[src/rtl/interp_blend_pkg.sv]
package interp_blend_pkg;

  localparam int ADDR_W = 3;

  // Register select codes on the write port
  typedef enum logic [ADDR_W-1:0] {
    REG_BASE0 = 3'd0,
    REG_BASE1 = 3'd1,
    REG_ACC0  = 3'd2,
    REG_ACC1  = 3'd3,
    REG_CFG   = 3'd4
  } regSel_e;

  // Bit positions inside the configuration word
  localparam int CFG_BLEND = 0;
  localparam int CFG_SIGN0 = 1;
  localparam int CFG_SIGN1 = 2;
  localparam int CFG_W     = 3;

  // Strobes from control to datapath
  typedef struct packed {
    logic ldBase0;
    logic ldBase1;
    logic ldAcc0;
    logic ldAcc1;
    logic ldCfg;
    logic popAcc0;
    logic popAcc1;
  } strobes_t;

endpackage

[src/rtl/interp_ctrl.sv]
module interp_ctrl
  import interp_blend_pkg::*;
(
  input  logic              clk,
  input  logic              rst,
  input  logic              wrEn,
  input  logic [ADDR_W-1:0] wrAddr,
  input  logic              popEn,
  output strobes_t          stb
);

  always_comb begin
    stb         = '0;
    stb.ldBase0 = wrEn && (wrAddr == REG_BASE0);
    stb.ldBase1 = wrEn && (wrAddr == REG_BASE1);
    stb.ldAcc0  = wrEn && (wrAddr == REG_ACC0);
    stb.ldAcc1  = wrEn && (wrAddr == REG_ACC1);
    stb.ldCfg   = wrEn && (wrAddr == REG_CFG);
    // A write to an accumulator overrides the pop for that accumulator
    stb.popAcc0 = popEn && !stb.ldAcc0;
    stb.popAcc1 = popEn && !stb.ldAcc1;
  end

  // at most one register is loaded per cycle
  a_r2_single_load: assert property (@(posedge clk) disable iff (rst)
    $onehot0({stb.ldBase0, stb.ldBase1, stb.ldAcc0, stb.ldAcc1, stb.ldCfg}));

  // a colliding write suppresses the pop for that accumulator
  a_r10_write_wins: assert property (@(posedge clk) disable iff (rst)
    (popEn && wrEn && wrAddr == REG_ACC1) |-> !stb.popAcc1);

endmodule

[src/rtl/interp_lerp.sv]
module interp_lerp #(
  parameter int DATA_W  = 32,
  parameter int ALPHA_W = 8
) (
  input  logic [DATA_W-1:0]  base0,
  input  logic [DATA_W-1:0]  base1,
  input  logic [ALPHA_W-1:0] alpha,
  input  logic               isSigned,
  output logic [DATA_W-1:0]  lerp
);

  localparam int EXT_W  = DATA_W + 1;
  localparam int PROD_W = EXT_W + ALPHA_W + 1;

  logic signed [PROD_W-1:0] b0x, b1x, diff, alphaX, prod, shifted, sum;
  logic [PROD_W-DATA_W-1:0] unusedSumHi;

  always_comb begin
    b0x     = {{(PROD_W-DATA_W){isSigned & base0[DATA_W-1]}}, base0};
    b1x     = {{(PROD_W-DATA_W){isSigned & base1[DATA_W-1]}}, base1};
    diff    = b1x - b0x;
    alphaX  = {{(PROD_W-ALPHA_W){1'b0}}, alpha};
    prod    = diff * alphaX;
    shifted = prod >>> ALPHA_W;
    sum     = b0x + shifted;
  end

  assign lerp        = sum[DATA_W-1:0];
  assign unusedSumHi = sum[PROD_W-1:DATA_W];

endmodule

[src/rtl/interp_datapath.sv]
module interp_datapath
  import interp_blend_pkg::*;
#(
  parameter int DATA_W  = 32,
  parameter int ALPHA_W = 8,
  parameter int LANE0_W = 16
) (
  input  logic              clk,
  input  logic              rst,
  input  strobes_t          stb,
  input  logic [DATA_W-1:0] wrData,
  output logic [DATA_W-1:0] lane0Res,
  output logic [DATA_W-1:0] lane1Res,
  output logic [DATA_W-1:0] fullRes
);

  logic [DATA_W-1:0] base0, base1, acc0, acc1;
  logic              cfgBlend, cfgSign0, cfgSign1;
  logic [DATA_W-1:0] lerpOut;

  always_ff @(posedge clk) begin
    if (rst) begin
      base0    <= '0;
      base1    <= '0;
      acc0     <= '0;
      acc1     <= '0;
      cfgBlend <= 1'b0;
      cfgSign0 <= 1'b0;
      cfgSign1 <= 1'b0;
    end else begin
      if (stb.ldBase0) base0 <= wrData;
      if (stb.ldBase1) base1 <= wrData;
      if (stb.ldAcc0)       acc0 <= wrData;
      else if (stb.popAcc0) acc0 <= lane0Res;
      if (stb.ldAcc1)       acc1 <= wrData;
      else if (stb.popAcc1) acc1 <= lane1Res;
      if (stb.ldCfg) begin
        cfgBlend <= wrData[CFG_BLEND];
        cfgSign0 <= wrData[CFG_SIGN0];
        cfgSign1 <= wrData[CFG_SIGN1];
      end
    end
  end

  // Lane 0: mask to LANE0_W bits, then extend per the lane 0 flag
  generate
    if (LANE0_W < DATA_W) begin : g_lane0Mask
      assign lane0Res = cfgSign0
        ? {{(DATA_W-LANE0_W){acc0[LANE0_W-1]}}, acc0[LANE0_W-1:0]}
        : {{(DATA_W-LANE0_W){1'b0}}, acc0[LANE0_W-1:0]};
    end else begin : g_lane0Full
      assign lane0Res = acc0;
    end
  endgenerate

  interp_lerp #(
    .DATA_W  (DATA_W),
    .ALPHA_W (ALPHA_W)
  ) u_lerp (
    .base0    (base0),
    .base1    (base1),
    .alpha    (acc1[ALPHA_W-1:0]),
    .isSigned (cfgSign1),
    .lerp     (lerpOut)
  );

  assign lane1Res = cfgBlend ? lerpOut : acc1;
  assign fullRes  = lane0Res + lane1Res;

  // zero weight returns base 0 exactly
  a_r7_alpha_zero: assert property (@(posedge clk) disable iff (rst)
    (cfgBlend && acc1[ALPHA_W-1:0] == '0) |-> (lane1Res == base0));

  // signed blend between ordered bases stays inside them
  a_r6_signed_bounds: assert property (@(posedge clk) disable iff (rst)
    (cfgBlend && cfgSign1 && $signed(base0) <= $signed(base1))
      |-> ($signed(lane1Res) >= $signed(base0) && $signed(lane1Res) <= $signed(base1)));

  // accumulator write lands at the next edge
  a_r2_acc0_write: assert property (@(posedge clk) disable iff (rst)
    stb.ldAcc0 |=> (acc0 == $past(wrData)));

  // pop writes the lane 1 result back
  a_r10_pop_acc1: assert property (@(posedge clk) disable iff (rst)
    stb.popAcc1 |=> (acc1 == $past(lane1Res)));

endmodule

[src/rtl/interp_blend.sv]
module interp_blend
  import interp_blend_pkg::*;
#(
  parameter int DATA_W  = 32,
  parameter int ALPHA_W = 8,
  parameter int LANE0_W = 16
) (
  input  logic              clk,
  input  logic              rst,
  input  logic              wrEn,
  input  logic [ADDR_W-1:0] wrAddr,
  input  logic [DATA_W-1:0] wrData,
  input  logic              popEn,
  output logic [DATA_W-1:0] peekLane0,
  output logic [DATA_W-1:0] peekLane1,
  output logic [DATA_W-1:0] peekFull
);

  strobes_t stb;

  interp_ctrl u_ctrl (
    .clk    (clk),
    .rst    (rst),
    .wrEn   (wrEn),
    .wrAddr (wrAddr),
    .popEn  (popEn),
    .stb    (stb)
  );

  interp_datapath #(
    .DATA_W  (DATA_W),
    .ALPHA_W (ALPHA_W),
    .LANE0_W (LANE0_W)
  ) u_dp (
    .clk      (clk),
    .rst      (rst),
    .stb      (stb),
    .wrData   (wrData),
    .lane0Res (peekLane0),
    .lane1Res (peekLane1),
    .fullRes  (peekFull)
  );

  // without write or pop, the outputs hold
  a_r9_quiet_hold: assert property (@(posedge clk) disable iff (rst)
    (!wrEn && !popEn) |=> ($stable(peekLane0) && $stable(peekLane1) && $stable(peekFull)));

endmodule

[config.mk]
export PLATFORM = sky130hd
export DESIGN_NAME = interp_blend
export DESIGN_NICKNAME = d
export VERILOG_FILES = /design/src/rtl/interp_blend_pkg.sv /design/src/rtl/interp_ctrl.sv /design/src/rtl/interp_lerp.sv /design/src/rtl/interp_datapath.sv /design/src/rtl/interp_blend.sv
export SDC_FILE = /design/constraint.sdc
export NUM_CORES = 1
export LEC_CHECK = 0
export BUFFER_PORTS_ARGS = -buffer_cell sky130_fd_sc_hd__buf_2
export CORE_MARGIN = 4
export CORE_UTILIZATION = 53
export DETAILED_ROUTE_END_ITERATION = 16
export PLACE_DENSITY = 0.81
export SYNTH_ARGS = -nofsm -noshare
export SYNTH_HDL_FRONTEND = slang
export SYNTH_HIERARCHICAL = 1
export SYNTH_SLANG_ARGS = --single-unit
[constraint.sdc]
create_clock -name clk -period 22.9 [get_ports clk]
set_input_delay 2.29 -clock clk [delete_from_list [all_inputs] [get_ports clk]]
set_output_delay 2.29 -clock clk [all_outputs]
set_load 0.01 [all_outputs]
==> out/metrics.sh <==
DESIGN.DIE.AREA_MM2=0.0378
PORTBUFFERS=134
HOLDCRITPATHCLASS='flip-flop to flip-flop'
CLOCK_TREE.HTREE_LEVEL_COUNT=4
SETUP_VIOL_COUNT_FINAL=0
RR_WORST_DEPTH=45
HOLD_START='u_dp/base1[16]$_SDFFE_PP0P_'
PLACE.DETAILED.INSTANCES=2717
CLOCK-ROOT-BUFFER='sky130_fd_sc_hd__clkbuf_16'
INSTANCE_COUNT_ALONG_THE_MOST_CRITICAL_HOLD_PATH=2
TRITONCTS.NUM_BUFFERS=17
TIMING.MAX_SLEW.REL_SLACK_PCT=23.4
DIE_WIDTH_UM=194
CORE_AREA_MM2=0.0345
FINALCRITICALPERIOD_NS=14.25
FIN_SKEW_NS=0.00491
NET_COUNT_OF_THE_MAPPED_NETLIST=2616
GRT_PASS1_VIAS=16000
ACHIEVABLE-FREQUENCY_MHz=70.2
DRC_ERRORS=0
SYNTH_AREA_MM2=0.0184
SETUP.WORST_PATH.START_CLASS='flip-flop'
SETUP.WORST_PATH.CLASS='flip-flop to output pin'
WIRELENGTH_UM=47500
FINALHOLDVIOLATIONS=0
ROUTE.ANTENNA.REMAINING_NETS=0
TERMINUS_OF_THE_CRITICAL_FLOP_TO_FLOP_PATH='u_dp/acc1[31]$_SDFFE_PP0P_'
CTS.REPAIR.RESIZED=0
FINISH.CELL_COUNT_WITHOUT_FILLERS=2750
DETAILEDROUTE.FIRSTPASSITERATIONCOUNT=6
POWER.IR.VDD_WORST_mV=0.0493
FINALWEIGHTEDCONGESTION=0.952
RSZ0062_AT_GRT='false'
POWER_DENSITY_mW_PER_MM2=39.5
GRT_PASS1_WL_UM=78800
PLACEMENTROWS=68
IO_PINS=135
POST-LAYOUT-TOTAL-POWER_mW=0.790
LAYOUT-DRIVE-GT1-SHARE_PCT=10.7
WORST_PATH_MAX_DELAY_CELL='sky130_fd_sc_hd__fa_1'
CRITICAL_PATH.MAX_STAGE_DELAY_NS=0.56
WORST-SLEW-PIN-TRANSITION_NS=1.15
WORST_SETUP_HOLD_PATH_CLK_SLEW_NS=0.06
CLOCK-SINKS=115
CLK_PATH_BUF_DEPTH=2
GRT_USAGE_PCT=24.7
WORSTREG2REGSTART='u_dp/base1[0]$_SDFFE_PP0P_'
WORST_EP_REQUIRED_TIME_NS=20.61
ROUTE.DETAILED.VIAS_PER_INST=5.67
ENDPOINT_KIND='output pin'
CTS_HOLD_BUFFERS=0
ROUTE.DETAILED.WL_PER_INST_UM=17.3
NETS=2693
INITIAL_CORE_UTILIZATION_PCT=53.5
CTS.REPAIR_TIMING.SETUP_BUFFER_COUNT=0
SETUP_TNS_AFTER_FINAL_LAYOUT_NS=0
TIMING.REG2REG.SETUP_SLACK_NS=12.23
POSTSYNTHCELLCOUNT=2204
WORSTPATHARRIVAL_NS=11.96
GRT_OVERFLOW_TOTAL=0
REPORT.FINAL.SLEW_VIOL_COUNT=0
FINAL.PERIOD_UTILIZATION_PCT=62.2
PIN_COUNT_OF_THE_BIGGEST_NET_ENTERING_GLOBAL_ROUTING=87
SYN2LAYOUT_AREA_GROWTH_PCT=8.53
LEAKAGEPOWER_nW=10.2
TRITONCTS='built'
MEAN_AREA_PER_SYNTHESIZED_CELL_UM2=8.36
CRIT_FANOUT=8
DRT-INITIAL-DRC-COUNT=1033
YS.WARNINGS.COUNT=6
DP_HPWL_UM=37400
CAP_VIOLATIONS=0
HOLD_PATH_END='u_dp/base1[16]$_SDFFE_PP0P_'
DIE-HEIGHT_UM=194
ROUTE.VIAS.TOTAL=15600
ANTENNA_FOUND_INITIAL=1
CLK_LAT_WORST_SKEW_NS=0.41
RUN_STATUS='completed'
## cells in the final DEF, fill, tap and decap left out, types with 4 or more instances in the layout
cell type and instances:
sky130_fd_sc_hd__a211oi_1 14, sky130_fd_sc_hd__a21bo_2 4, sky130_fd_sc_hd__a21o_1 43, sky130_fd_sc_hd__a21oi_1 122
sky130_fd_sc_hd__a31oi_1 9, sky130_fd_sc_hd__and2_1 148, sky130_fd_sc_hd__and3_1 9, sky130_fd_sc_hd__and4_1 4
sky130_fd_sc_hd__buf_2 133, sky130_fd_sc_hd__buf_4 15, sky130_fd_sc_hd__clkbuf_16 17, sky130_fd_sc_hd__dfxtp_1 115
sky130_fd_sc_hd__fa_1 203, sky130_fd_sc_hd__ha_1 170, sky130_fd_sc_hd__inv_1 313, sky130_fd_sc_hd__mux2_2 31
sky130_fd_sc_hd__mux2i_1 116, sky130_fd_sc_hd__nand2_1 197, sky130_fd_sc_hd__nand2b_1 17, sky130_fd_sc_hd__nand3_1 22
sky130_fd_sc_hd__nand4_1 14, sky130_fd_sc_hd__nor2_1 150, sky130_fd_sc_hd__nor2b_1 64, sky130_fd_sc_hd__nor3_1 19
sky130_fd_sc_hd__o211ai_1 9, sky130_fd_sc_hd__o21a_1 23, sky130_fd_sc_hd__o21ai_0 81, sky130_fd_sc_hd__o21ai_1 8
sky130_fd_sc_hd__o21bai_1 16, sky130_fd_sc_hd__or2_2 5, sky130_fd_sc_hd__xnor2_1 87, sky130_fd_sc_hd__xor2_1 31
## per-layer routing
metal | vias up | GRT usage, % | routed length (um)
li1 | 7350 | - | -
met5 | - | 0 | 0
met1 | 7526 | 33.3 | 20200
met2 | 634 | 41.9 | 23000
met3 | 74 | 2.84 | 3310
met4 | 0 | 7.16 | 1020
## worst max-delay path: cells and delay by family, from the launching register on
family	cells	cell delay [ns]
flip-flops	1	0.33
adder cells (fa/ha/maj)	9	3.72
buffers and inverters	6	0.47
AND/OR/NAND/NOR	12	2.24
XOR/XNOR	3	0.74
multiplexers	2	0.56
AO/OA/AOI/OAI	17	3.51
## cell type report
cell class,count,area [um^2]
multi-input combinational,1686,14600
sequential,115,2300
clock buffer,20,457
inverter,313,1170
tap,455,569
fill,2923,14500
clock inverter,12,154
antenna,1,2.50
timing repair buffer,148,778
## power breakdown
group          internal [mW]  switching [mW]
Clock                  0.177          0.0964
Combinational          0.112           0.196
Sequential             0.205         0.00339
Total                  0.494           0.296
## registers in the layout, summed over array words and instances, names as in the netlist
| name | count |
|---|---|
| u_dp/acc1 | 32 |
| u_dp/base0 | 32 |
| u_dp/base1 | 32 |
| u_dp/acc0 | 16 |
| u_dp/cfgBlend | 1 |
| u_dp/cfgSign0 | 1 |
| u_dp/cfgSign1 | 1 |
## worst max path at each step
stage                              end  slack, ns  depth (start not counted)                       start
after floorplan           peekFull[31]      10.41                         48  u_dp/base0[1]$_SDFFE_PP0P_
after global placement    peekFull[31]       9.53                         49  u_dp/base0[1]$_SDFFE_PP0P_
after detailed placement  peekFull[31]       9.19                         49  u_dp/base1[0]$_SDFFE_PP0P_
after CTS                 peekFull[31]       8.71                         49  u_dp/base0[1]$_SDFFE_PP0P_
after global routing      peekFull[31]       7.68                         49  u_dp/base1[0]$_SDFFE_PP0P_
final                     peekFull[31]       8.65                         49  u_dp/base1[0]$_SDFFE_PP0P_
## through the flow
step	util, %	hold slack (ns)	worst slack (ns)	area [um^2]
after floorplan	-	0.452	10.41	18400
after global placement	56.3	0.476	9.53	19400
after detailed placement	56.3	0.492	9.19	19400
after CTS	58.0	0.507	8.71	20000
after global routing	58.1	0.545	7.68	20000
final	58.1	0.504	8.65	20000
Note: power is estimated with default switching activity, not from simulation.
